**src/rtl/ebl_pkg.sv**
```systemverilog
package ebl_pkg;
  localparam logic [2:0] RIX_CTRL  = 3'd0;
  localparam logic [2:0] RIX_ADDR  = 3'd1;
  localparam logic [2:0] RIX_DATA  = 3'd2;
  localparam logic [2:0] RIX_BASE  = 3'd3;
  localparam logic [2:0] RIX_START = 3'd4;

  typedef enum logic [2:0] {
    EG_IDLE,
    EG_SRD_REQ,
    EG_SRD_WAIT,
    EG_SWR_REQ,
    EG_B_REQ,
    EG_B_WAIT,
    EG_B_MEM
  } eng_state_e;

  typedef enum logic [1:0] {
    FLD_ALO,
    FLD_AHI,
    FLD_LEN,
    FLD_DAT
  } rec_field_e;
endpackage

```
**src/rtl/ebl_addr_form.sv**
```systemverilog
module ebl_addr_form #(
  parameter int BASE_W = 9,
  parameter int LOW_W  = 15,
  parameter int OFF_W  = 8
) (
  input  logic [BASE_W-1:0]       base,
  input  logic [LOW_W-1:0]        low,
  input  logic [OFF_W-1:0]        off,
  output logic [BASE_W+LOW_W-1:0] addr
);
  localparam int AW = BASE_W + LOW_W;

  // Base and EEPROM-supplied bits are concatenated, then the payload offset is added.
  assign addr = {base, low} + {{(AW-OFF_W){1'b0}}, off};
endmodule

```
**src/rtl/ebl_regs.sv**
```systemverilog
module ebl_regs
  import ebl_pkg::*;
#(
  parameter int EE_AW  = 11,
  parameter int BASE_W = 9,
  parameter int REG_DW = 32
) (
  input  logic              clk,
  input  logic              rst_n,
  input  logic              reg_wr_en,
  input  logic [2:0]        reg_addr,
  input  logic [REG_DW-1:0] reg_wdata,
  output logic [REG_DW-1:0] reg_rdata,
  input  logic              busy_rd,
  input  logic              busy_wr,
  input  logic              busy_burst,
  input  logic              rd_done,
  input  logic [7:0]        rd_byte,
  output logic              cmd_read,
  output logic              cmd_write,
  output logic              cmd_burst,
  output logic [EE_AW-1:0]  ee_addr,
  output logic [7:0]        wr_byte,
  output logic [BASE_W-1:0] base
);
  logic idle;
  logic wr_ctrl, wr_start;
  logic unused_wdata;

  assign idle     = !(busy_rd || busy_wr || busy_burst);
  assign wr_ctrl  = reg_wr_en && (reg_addr == RIX_CTRL);
  assign wr_start = reg_wr_en && (reg_addr == RIX_START);

  // Commands are accepted only from idle; read wins over write.
  assign cmd_read  = wr_ctrl && idle && reg_wdata[1];
  assign cmd_write = wr_ctrl && idle && reg_wdata[0] && !reg_wdata[1];
  assign cmd_burst = wr_start && idle && reg_wdata[0];

  assign unused_wdata = ^reg_wdata;

  always_ff @(posedge clk or negedge rst_n) begin
    if (!rst_n) begin
      ee_addr <= '0;
      wr_byte <= '0;
      base    <= '0;
    end else begin
      if (reg_wr_en && reg_addr == RIX_ADDR) ee_addr <= reg_wdata[EE_AW-1:0];
      if (reg_wr_en && reg_addr == RIX_BASE) base <= reg_wdata[BASE_W-1:0];
      if (rd_done) wr_byte <= rd_byte;
      else if (reg_wr_en && reg_addr == RIX_DATA) wr_byte <= reg_wdata[7:0];
    end
  end

  always_comb begin
    reg_rdata = '0;
    case (reg_addr)
      RIX_CTRL:  reg_rdata[1:0] = {busy_rd, busy_wr};
      RIX_ADDR:  reg_rdata[EE_AW-1:0] = ee_addr;
      RIX_DATA:  reg_rdata[7:0] = wr_byte;
      RIX_BASE:  reg_rdata[BASE_W-1:0] = base;
      RIX_START: reg_rdata[0] = busy_burst;
      default:   reg_rdata = '0;
    endcase
  end
endmodule

```
**src/rtl/ebl_engine.sv**
```systemverilog
module ebl_engine
  import ebl_pkg::*;
#(
  parameter int EE_AW  = 11,
  parameter int BASE_W = 9,
  parameter int LOW_W  = 15
) (
  input  logic                    clk,
  input  logic                    rst_n,
  input  logic                    cmd_read,
  input  logic                    cmd_write,
  input  logic                    cmd_burst,
  input  logic [EE_AW-1:0]        ee_addr,
  input  logic [7:0]              wr_byte,
  input  logic [BASE_W-1:0]       base,
  output logic                    busy_rd,
  output logic                    busy_wr,
  output logic                    busy_burst,
  output logic                    rd_done,
  output logic [7:0]              rd_byte,
  output logic                    ee_req_valid,
  input  logic                    ee_req_ready,
  output logic                    ee_req_we,
  output logic [EE_AW-1:0]        ee_req_addr,
  output logic [7:0]              ee_req_wdata,
  input  logic                    ee_rsp_valid,
  input  logic [7:0]              ee_rsp_data,
  output logic                    mem_valid,
  input  logic                    mem_ready,
  output logic [BASE_W+LOW_W-1:0] mem_addr,
  output logic [7:0]              mem_data
);
  localparam int HI_W  = LOW_W - 8;
  localparam int CNT_W = 8;

  eng_state_e        state;
  rec_field_e        fld;
  logic [EE_AW-1:0]  cur, ptr, cur_nxt;
  logic [7:0]        lo_q, dbuf, wbuf;
  logic [HI_W-1:0]   hi_q;
  logic [CNT_W-1:0]  remain, offset;
  logic [BASE_W-1:0] bbase;

  assign cur_nxt = cur + {{(EE_AW-1){1'b0}}, 1'b1};

  always_ff @(posedge clk or negedge rst_n) begin
    if (!rst_n) begin
      state  <= EG_IDLE;
      fld    <= FLD_ALO;
      cur    <= '0;
      ptr    <= '0;
      lo_q   <= '0;
      hi_q   <= '0;
      dbuf   <= '0;
      wbuf   <= '0;
      remain <= '0;
      offset <= '0;
      bbase  <= '0;
    end else begin
      case (state)
        EG_IDLE: begin
          if (cmd_read) begin
            cur   <= ee_addr;
            state <= EG_SRD_REQ;
          end else if (cmd_write) begin
            cur   <= ee_addr;
            wbuf  <= wr_byte;
            state <= EG_SWR_REQ;
          end else if (cmd_burst) begin
            cur   <= ptr;
            bbase <= base;
            fld   <= FLD_ALO;
            state <= EG_B_REQ;
          end
        end
        EG_SRD_REQ: if (ee_req_ready) state <= EG_SRD_WAIT;
        EG_SRD_WAIT: begin
          if (ee_rsp_valid) begin
            ptr   <= cur_nxt;
            state <= EG_IDLE;
          end
        end
        EG_SWR_REQ: begin
          if (ee_req_ready) begin
            ptr   <= cur_nxt;
            state <= EG_IDLE;
          end
        end
        EG_B_REQ: if (ee_req_ready) state <= EG_B_WAIT;
        EG_B_WAIT: begin
          if (ee_rsp_valid) begin
            cur <= cur_nxt;
            ptr <= cur_nxt;
            case (fld)
              FLD_ALO: begin
                lo_q  <= ee_rsp_data;
                fld   <= FLD_AHI;
                state <= EG_B_REQ;
              end
              FLD_AHI: begin
                hi_q  <= ee_rsp_data[HI_W-1:0];
                fld   <= FLD_LEN;
                state <= EG_B_REQ;
              end
              FLD_LEN: begin
                if (ee_rsp_data == 8'd0) begin
                  state <= EG_IDLE;
                end else begin
                  remain <= ee_rsp_data;
                  offset <= '0;
                  fld    <= FLD_DAT;
                  state  <= EG_B_REQ;
                end
              end
              default: begin
                dbuf  <= ee_rsp_data;
                state <= EG_B_MEM;
              end
            endcase
          end
        end
        EG_B_MEM: begin
          if (mem_ready) begin
            offset <= offset + 1'b1;
            remain <= remain - 1'b1;
            if (remain == 8'd1) fld <= FLD_ALO;
            state <= EG_B_REQ;
          end
        end
        default: state <= EG_IDLE;
      endcase
    end
  end

  assign busy_rd    = (state == EG_SRD_REQ) || (state == EG_SRD_WAIT);
  assign busy_wr    = (state == EG_SWR_REQ);
  assign busy_burst = (state == EG_B_REQ) || (state == EG_B_WAIT) || (state == EG_B_MEM);

  assign rd_done = (state == EG_SRD_WAIT) && ee_rsp_valid;
  assign rd_byte = ee_rsp_data;

  assign ee_req_valid = (state == EG_SRD_REQ) || (state == EG_SWR_REQ) || (state == EG_B_REQ);
  assign ee_req_we    = (state == EG_SWR_REQ);
  assign ee_req_addr  = cur;
  assign ee_req_wdata = wbuf;

  assign mem_valid = (state == EG_B_MEM);
  assign mem_data  = dbuf;

  ebl_addr_form #(
    .BASE_W(BASE_W),
    .LOW_W (LOW_W),
    .OFF_W (CNT_W)
  ) u_form (
    .base(bbase),
    .low ({hi_q, lo_q}),
    .off (offset),
    .addr(mem_addr)
  );
endmodule

```
**src/rtl/eeprom_boot_ctrl.sv**
```systemverilog
module eeprom_boot_ctrl #(
  parameter int EE_BYTES = 2048,
  localparam int EE_AW   = $clog2(EE_BYTES),
  localparam int BASE_W  = 9,
  localparam int LOW_W   = 15,
  localparam int MEM_AW  = BASE_W + LOW_W
) (
  input  logic              clk,
  input  logic              rst_n,
  input  logic              reg_wr_en,
  input  logic [2:0]        reg_addr,
  input  logic [31:0]       reg_wdata,
  output logic [31:0]       reg_rdata,
  output logic              ee_req_valid,
  input  logic              ee_req_ready,
  output logic              ee_req_we,
  output logic [EE_AW-1:0]  ee_req_addr,
  output logic [7:0]        ee_req_wdata,
  input  logic              ee_rsp_valid,
  input  logic [7:0]        ee_rsp_data,
  output logic              mem_valid,
  input  logic              mem_ready,
  output logic [MEM_AW-1:0] mem_addr,
  output logic [7:0]        mem_data
);
  logic              busy_rd, busy_wr, busy_burst;
  logic              rd_done;
  logic [7:0]        rd_byte;
  logic              cmd_read, cmd_write, cmd_burst;
  logic [EE_AW-1:0]  ee_addr;
  logic [7:0]        wr_byte;
  logic [BASE_W-1:0] base;

  ebl_regs #(
    .EE_AW (EE_AW),
    .BASE_W(BASE_W),
    .REG_DW(32)
  ) u_regs (
    .clk       (clk),
    .rst_n     (rst_n),
    .reg_wr_en (reg_wr_en),
    .reg_addr  (reg_addr),
    .reg_wdata (reg_wdata),
    .reg_rdata (reg_rdata),
    .busy_rd   (busy_rd),
    .busy_wr   (busy_wr),
    .busy_burst(busy_burst),
    .rd_done   (rd_done),
    .rd_byte   (rd_byte),
    .cmd_read  (cmd_read),
    .cmd_write (cmd_write),
    .cmd_burst (cmd_burst),
    .ee_addr   (ee_addr),
    .wr_byte   (wr_byte),
    .base      (base)
  );

  ebl_engine #(
    .EE_AW (EE_AW),
    .BASE_W(BASE_W),
    .LOW_W (LOW_W)
  ) u_engine (
    .clk         (clk),
    .rst_n       (rst_n),
    .cmd_read    (cmd_read),
    .cmd_write   (cmd_write),
    .cmd_burst   (cmd_burst),
    .ee_addr     (ee_addr),
    .wr_byte     (wr_byte),
    .base        (base),
    .busy_rd     (busy_rd),
    .busy_wr     (busy_wr),
    .busy_burst  (busy_burst),
    .rd_done     (rd_done),
    .rd_byte     (rd_byte),
    .ee_req_valid(ee_req_valid),
    .ee_req_ready(ee_req_ready),
    .ee_req_we   (ee_req_we),
    .ee_req_addr (ee_req_addr),
    .ee_req_wdata(ee_req_wdata),
    .ee_rsp_valid(ee_rsp_valid),
    .ee_rsp_data (ee_rsp_data),
    .mem_valid   (mem_valid),
    .mem_ready   (mem_ready),
    .mem_addr    (mem_addr),
    .mem_data    (mem_data)
  );
endmodule

```
**config.mk**
```make
export PLATFORM = sky130hd
export DESIGN_NAME = eeprom_boot_ctrl
export DESIGN_NICKNAME = d
export VERILOG_FILES = /design/src/rtl/ebl_pkg.sv /design/src/rtl/ebl_addr_form.sv /design/src/rtl/ebl_regs.sv /design/src/rtl/ebl_engine.sv /design/src/rtl/eeprom_boot_ctrl.sv
export SDC_FILE = /design/constraint.sdc
export NUM_CORES = 1
export LEC_CHECK = 0
export BUFFER_PORTS_ARGS = -buffer_cell sky130_fd_sc_hd__buf_2
export CAP_MARGIN = 40
export CORE_MARGIN = 3
export CORE_UTILIZATION = 35
export DETAILED_ROUTE_END_ITERATION = 10
export PLACE_DENSITY = 0.62
export SYNTH_ARGS = -nofsm -noshare
export SYNTH_HDL_FRONTEND = slang
export SYNTH_SLANG_ARGS = --single-unit
```
**constraint.sdc**
```tcl
create_clock -name clk -period 3 [get_ports clk]
set_input_delay 0.3 -clock clk [delete_from_list [all_inputs] [get_ports clk]]
set_output_delay 0.3 -clock clk [all_outputs]
set_load 0.03 [all_outputs]
```
==> results of run 1 <==
## worst max-delay path: stages, from the launching register on
cell and delay (ns):
dfrtp_1 0.41, ha_1 0.38, a21o_1 0.21, and3_1 0.18, a21oi_1 0.44, a21boi_0 0.21, xor2_1 0.15, buf_2 0.21
## cell usage in the layout (no fill, tap or decap), types with 3 or more instances in the layout
| master | n |
|---|---|
| dfrtp_1 | 111 |
| buf_2 | 91 |
| nor2_1 | 58 |
| mux2_2 | 55 |
| nand2_1 | 50 |
| a21oi_1 | 38 |
| o21ai_0 | 31 |
| xor2_1 | 22 |
| conb_1 | 21 |
| mux2i_1 | 18 |
| xnor2_1 | 16 |
| ha_1 | 16 |
| inv_1 | 14 |
| mux2_1 | 13 |
| nand3_1 | 12 |
| and3_1 | 10 |
| buf_4 | 10 |
| nor3_1 | 9 |
| nor2b_1 | 9 |
| a22oi_1 | 9 |
| clkbuf_16 | 9 |
| o21ai_1 | 8 |
| o211ai_1 | 7 |
| a211oi_1 | 6 |
| nand4_1 | 5 |
| and4_1 | 4 |
| or4_1 | 4 |
| nor3_2 | 3 |
| nor3b_1 | 3 |
| nand3b_1 | 3 |
| nor4_1 | 3 |
| nand4b_1 | 3 |
| a221oi_1 | 3 |
| o22ai_1 | 3 |
## state kept, by name (all words and copies together), names as in the netlist
name / flops
u_engine.bbase: 9
u_engine.ee_req_addr: 11
u_engine.ee_req_wdata: 8
u_engine.fld: 2
u_engine.hi_q: 7
u_engine.lo_q: 8
u_engine.mem_data: 8
u_engine.offset: 8
u_engine.ptr: 11
u_engine.remain: 8
u_engine.state: 3
u_regs.base: 9
u_regs.ee_addr: 11
u_regs.wr_byte: 8
## synth_stat cells (3+ instances only)
master and number:
nor4_1 3, nand4_1 5, o211ai_1 7, a211oi_1 7, nand3_1 13, nand4b_1 3, nor2b_1 9, inv_1 14
and4_1 4, or4_1 4, mux2_1 13, clkbuf_1 8, o21ai_1 9, and3_1 10, o22ai_1 3, mux2_2 55
a22oi_1 9, buf_4 21, xnor2_1 16, nor3_1 10, dfrtp_1 111, xor2_1 22, mux2i_1 18, nor2_1 58
nor3b_1 3, buf_2 11, nand2_1 50, nand3b_1 3, a21oi_1 38, a221oi_1 3, o21ai_0 31, ha_1 16
## stage by stage
stage          std cells  total power [mW]  hold slack [ns]    util
2_1_floorplan        652             4.583         0.004409       -
3_3_place_gp         935             5.338           0.3476  0.4002
3_5_place_dp         936             5.386           0.3589  0.4006
4_1_cts              951             6.604           0.1617  0.4178
5_1_grt              951             7.020           0.1741  0.4186
6_report             951             6.565           0.1799  0.4186
## metal layers
layer	global-route usage	up-vias	routed length (µm)	part of all wire
met5	0	-	14	0.00087
met4	0.04437	4	219	0.014
met3	0.03539	18	915	0.057
met2	0.2516	134	7213	0.45
met1	0.2325	2386	7776	0.48
li1	-	2411	-	-
## worst paths after layout
kind                                   endpoint            startpoint  slack (ns)
setup / recovery                   mem_addr[21]    u_engine.offset[6]        0.17
hold / removal                u_regs.ee_addr[9]          reg_wdata[9]        0.18
setup reg to reg                u_engine.fld[0]     u_engine.state[1]        0.44
hold reg to reg            u_engine.mem_data[3]  u_engine.mem_data[3]        0.49
max in group asynchronous     u_regs.ee_addr[6]                 rst_n        1.72
min in group asynchronous    u_engine.remain[4]                 rst_n        0.50
## where the power goes
group	internal, mW	switching, mW
sequential	1.98	0.488
clock	0.662	0.540
combinational	1.11	1.79
## logic make-up after synthesis
family,share of synthesized area
adder cells (fa/ha/maj),0.03435
buffers and inverters,0.05133
multiplexers,0.1511
flip-flops,0.4333
XOR/XNOR,0.05191
AND/OR/NAND/NOR,0.1458
other,0.0005849
AO/OA/AOI/OAI,0.1317
## repair_timing
item | in CTS | in global routing
endpoints found under the hold margin | 43 | 0
endpoints found under the setup margin | 1 | 9
hold buffers | 1 | 0
resized for setup | 1 | 3
pin swaps | 0 | 0
## layout make-up
cell class,instances,area [µm²]
Tap cell,225,281.5
Clock inverter,3,45.04
Clock buffer,11,242.7
Sequential cell,111,2778
Timing Repair Buffer,103,560.5
Multi-Input combinational cell,482,3398
Fill cell,1758,10230
Inverter,16,60.06
==> flow_summary.ini, run 1 <==
[global_routing]
grt_pass1_wl_mm = 25.92
grt_max_degree = 69
grt_use_total = 0.1632
grt-ovfl-total = 0
antenna_found_initial = 2
grt_pass1_vias = 4645

[synthesis]
yosys.cell_types.count = 68
syn_avg_cell_area_um2 = 10.14
synth_top_cell_area_share = 0.4333
syn_inst = 632
yosysTopAreaCell = dfrtp_1
yosys-top-cells-area = dfrtp_1 (43%), mux2_2 (9.7%), nor2_1 (3.4%), ha_1 (3.1%), xor2_1 (3.0%)
yosysWarnings = 0
synth_edf_count = 0
synthesis.area_um2 = 6411
synthFlopType = dfrtp_1
synth_seq_cells = 111
synth-async-reset-ratio = 1.000
synth-seq-area-share = 0.4333

[worst_setup_path]
crit_path_start_kind = flip-flop
critPathMaxFanout = 7
crit_required_ns = 2.70
end_kind = primary output
path_class = flip-flop to primary output
cp_data_arrival_time_ns = 2.53
r2r_cells = 6

[drt]
ant_nets = 0
wire_per_inst_um = 16.97
viasPerCell = 5.208
drt_iter0_drc = 336
wl_mm = 16.14
drt-pass1-iter-count = 5
route.detailed.drc = 0
dr_total_vias = 4953

[cts]
clock_sinks = 111
post_cts_buffers = 0
cts_root_buf = clkbuf_16
cts_tree = built
htree_levels = 3
path_clk_slew_ns = 0.07
numCtsBuffers = 9
clockBufferDepth = 2
clk_latency_ns = 0.35

[floorplanning]
dieArea_um2 = 19980
start_util = 0.3643
die_w_um = 141.3
core-area_um2 = 17600
rows = 48
die_h_um = 141.3
pin_count = 135

[place]
place.gp.congestion = 0.8404
io_buffer_count = 92
pre_cts_ws_ns = 0.3994
place_area_um2 = 7049
dpl.hpwl_mm = 11.99

[outcome]
status = finished, final reports clean

[power_and_ir_drop]
power_per_cell_area_nw_per_um2 = 891.3
p_leak_nw = 3.382
vdd_ir_drop_max_mv = 0.4021

[sta]
hold_viol = 0
maxSlewViolCount = 0
layout_setup_ws_ns = 0.1680
post-route-period-util = 0.9440
final.setup.tns_ns = 0
rsz0062_at_grt = no
finalClockSkew_ns = 0.01078
relSlewSlack = 0.5586
tightestPinTransition_ns = 0.6597
finalCriticalPeriod_ns = 2.832
max_freq_mhz = 353.1
finalSetupViolations = 0

[layout]
drive_above_1_share = 0.2590
design_area_um2 = 7366
nets = 789
synthToLayoutAreaGrowth_pct = 14.89
insertedDiodeCount = 0

[job]
maxCapViolCount = 0

[worst_hold_path]
hold_depth = 2
hold_path.class = input port to flip-flop
(Power assumes the default switching activity.)
==> run 2: changes to the inputs <==
MAX_ROUTING_LAYER = met4   (was not set)
==> run 2 against run 1 <==
Against the previous run:
- flip-flop and latch count stayed put
- register-to-register slack barely moved
- combinational power about the same
- power is essentially flat
- sequential power about the same
- hold slack about the same
- critical path depth stayed put
- utilization about the same
- final cell count grew 0.21%
- wire length rose by 0.12%
- first-iteration DRC count is 2.4% lower
==> flow_summary.ini, run 2 (same netlist as run 1, synthesis figures left out) <==
[power_and_ir_drop]
intPower_mw = 3.748
p_comb_frac = 0.442
clkPwrFrac = 0.183
netSwitchingPower_mw = 2.814
p_leak_nw = 3.382
vdd_ir_drop_max_mv = 0.4022
power_mw = 6.562
p_seq_frac = 0.375
swShare = 0.4288
power_per_cell_area_nw_per_um2 = 890.3

[global_routing]
grt_use_total = 0.1679
grt_pass1_wl_mm = 25.90
antenna_found_initial = 2
grt_pass1_vias = 4664
grt_max_degree = 69
grt-ovfl-total = 0

[cts]
clock_sinks = 111
htree_levels = 3
cts_root_buf = clkbuf_16
numCtsBuffers = 9
path_clk_slew_ns = 0.07
clk_latency_ns = 0.35
post_cts_buffers = 0
clockBufferDepth = 2
cts_tree = built

[worst_setup_path]
critPathMaxFanout = 7
slowest_stage = a21oi_1
end_kind = primary output
crit_chain = ha_1, a21o_1, and3_1, a21oi_1, a21boi_0, xor2_1, buf_2
crit_path_start_kind = flip-flop
slowest_delay_ns = 0.44
crit_required_ns = 2.70
path_class = flip-flop to primary output
cp_data_arrival_time_ns = 2.54

[drt]
drt_iter0_drc = 328
wire_per_inst_um = 16.95
viasPerCell = 5.214
dr_total_vias = 4969
route.detailed.drc = 0
drt-pass1-iter-count = 5
wl_mm = 16.16
ant_nets = 0

[sta]
finalClockSkew_ns = 0.01082
relSlewSlack = 0.5526
post-route-period-util = 0.9456
tightestPinTransition_ns = 0.6687
finalCriticalPeriod_ns = 2.837
hold_viol = 0
finalSetupViolations = 0
final.setup.tns_ns = 0
maxSlewViolCount = 0
rsz0062_at_grt = no
max_freq_mhz = 352.5

[layout]
multi_input_area_um2 = 3398
drive_above_1_share = 0.2590
mostFrequentLayoutCells = dfrtp_1 (111), buf_2 (91), nor2_1 (58)
fill_cells = 1756
synthToLayoutAreaGrowth_pct = 14.97
design_area_um2 = 7371
nets = 789
final_common_cell = dfrtp_1
final-seq-area_um2 = 2778

[outcome]
status = finished, final reports clean

[place]
place.gp.congestion = 0.8535
dpl.hpwl_mm = 11.99
io_buffer_count = 92
place_area_um2 = 7049

[floorplanning]
start_util = 0.3643
dieArea_um2 = 19980
die_h_um = 141.3
rows = 48
die_w_um = 141.3
core-area_um2 = 17600
pin_count = 135

[job]
maxCapViolCount = 0

[worst_hold_path]
hold_path.class = input port to flip-flop
==> run 2: cell count changes in the layout (fill, tap and decap cells not counted) <==
cell,previous run,this run
diode_2,0,2
==> run 2: area by class of cell <==
cell class                 instances  area share
multi-input combinational        482      0.4610
clock inverter                     3    0.006111
tap                              225     0.03819
timing repair buffer             103     0.07605
clock buffer                      11     0.03293
sequential                       111      0.3768
inverter                          16    0.008148
antenna                            2   0.0006790
==> run 2: metrics by stage <==
| stage | util | hold WS, ns | worst slack (ns) | instances |
|---|---|---|---|---|
| detailed placement | 0.4006 | 0.3589 | 0.3994 | 936 |
| global route | 0.4189 | 0.1765 | 0.008230 | 953 |
| floorplan | - | 0.004409 | 0.5096 | 652 |
| finish | 0.4189 | 0.1796 | 0.1631 | 953 |
| global placement | 0.4002 | 0.3476 | 0.4317 | 935 |
| CTS | 0.4178 | 0.1617 | 0.09453 | 951 |
==> run 2: repair_timing <==
item | CTS | global route
setup endpoints to repair | 1 | 9
gates resized for setup | 1 | 3
hold buffers | 1 | 0
endpoints found under the hold margin | 43 | 0
==> run 2: path summary, 6_finish.rpt <==
| path | slack, ns | start | end | cells after the start |
|---|---|---|---|---|
| worst min-delay path | 0.18 | reg_wdata[10] | u_regs.ee_addr[10] | 2 |
| worst max register to register | 0.45 | u_engine.state[1] | u_engine.fld[0] | 6 |
| max in group asynchronous | 1.72 | rst_n | u_engine.ee_req_wdata[6] | 3 |
| worst max-delay path | 0.16 | u_engine.offset[6] | mem_addr[19] | 7 |
| worst min register to register | 0.49 | u_engine.mem_data[3] | u_engine.mem_data[3] | 2 |
| min in group asynchronous | 0.51 | rst_n | u_engine.mem_data[5] | 2 |
==> run 2: power by group through the flow <==
stage / Combinational (mW) / Clock, mW / Sequential, mW
finish: 2.90 / 1.20 / 2.46
CTS: 2.92 / 1.23 / 2.46
global placement: 2.86 / 0 / 2.47
floorplan: 2.07 / 0 / 2.51
detailed placement: 2.90 / 0 / 2.49
global route: 3.19 / 1.28 / 2.55
==> run 2: worst max-delay path: cells and delay by family, from the launching register on <==
kind | cells | cell delay, ns
compound gates | 3 | 0.86
xor+xnor | 1 | 0.16
fa+ha+maj | 1 | 0.38
buf+inv | 1 | 0.21
flops | 1 | 0.41
simple gates | 1 | 0.18
==> run 2: per-layer routing <==
metal,share of wire,GRT usage
met5,0,-
met4,0.014,0.04742
met3,0.050,0.03033
met2,0.45,0.2513
met1,0.49,0.2345
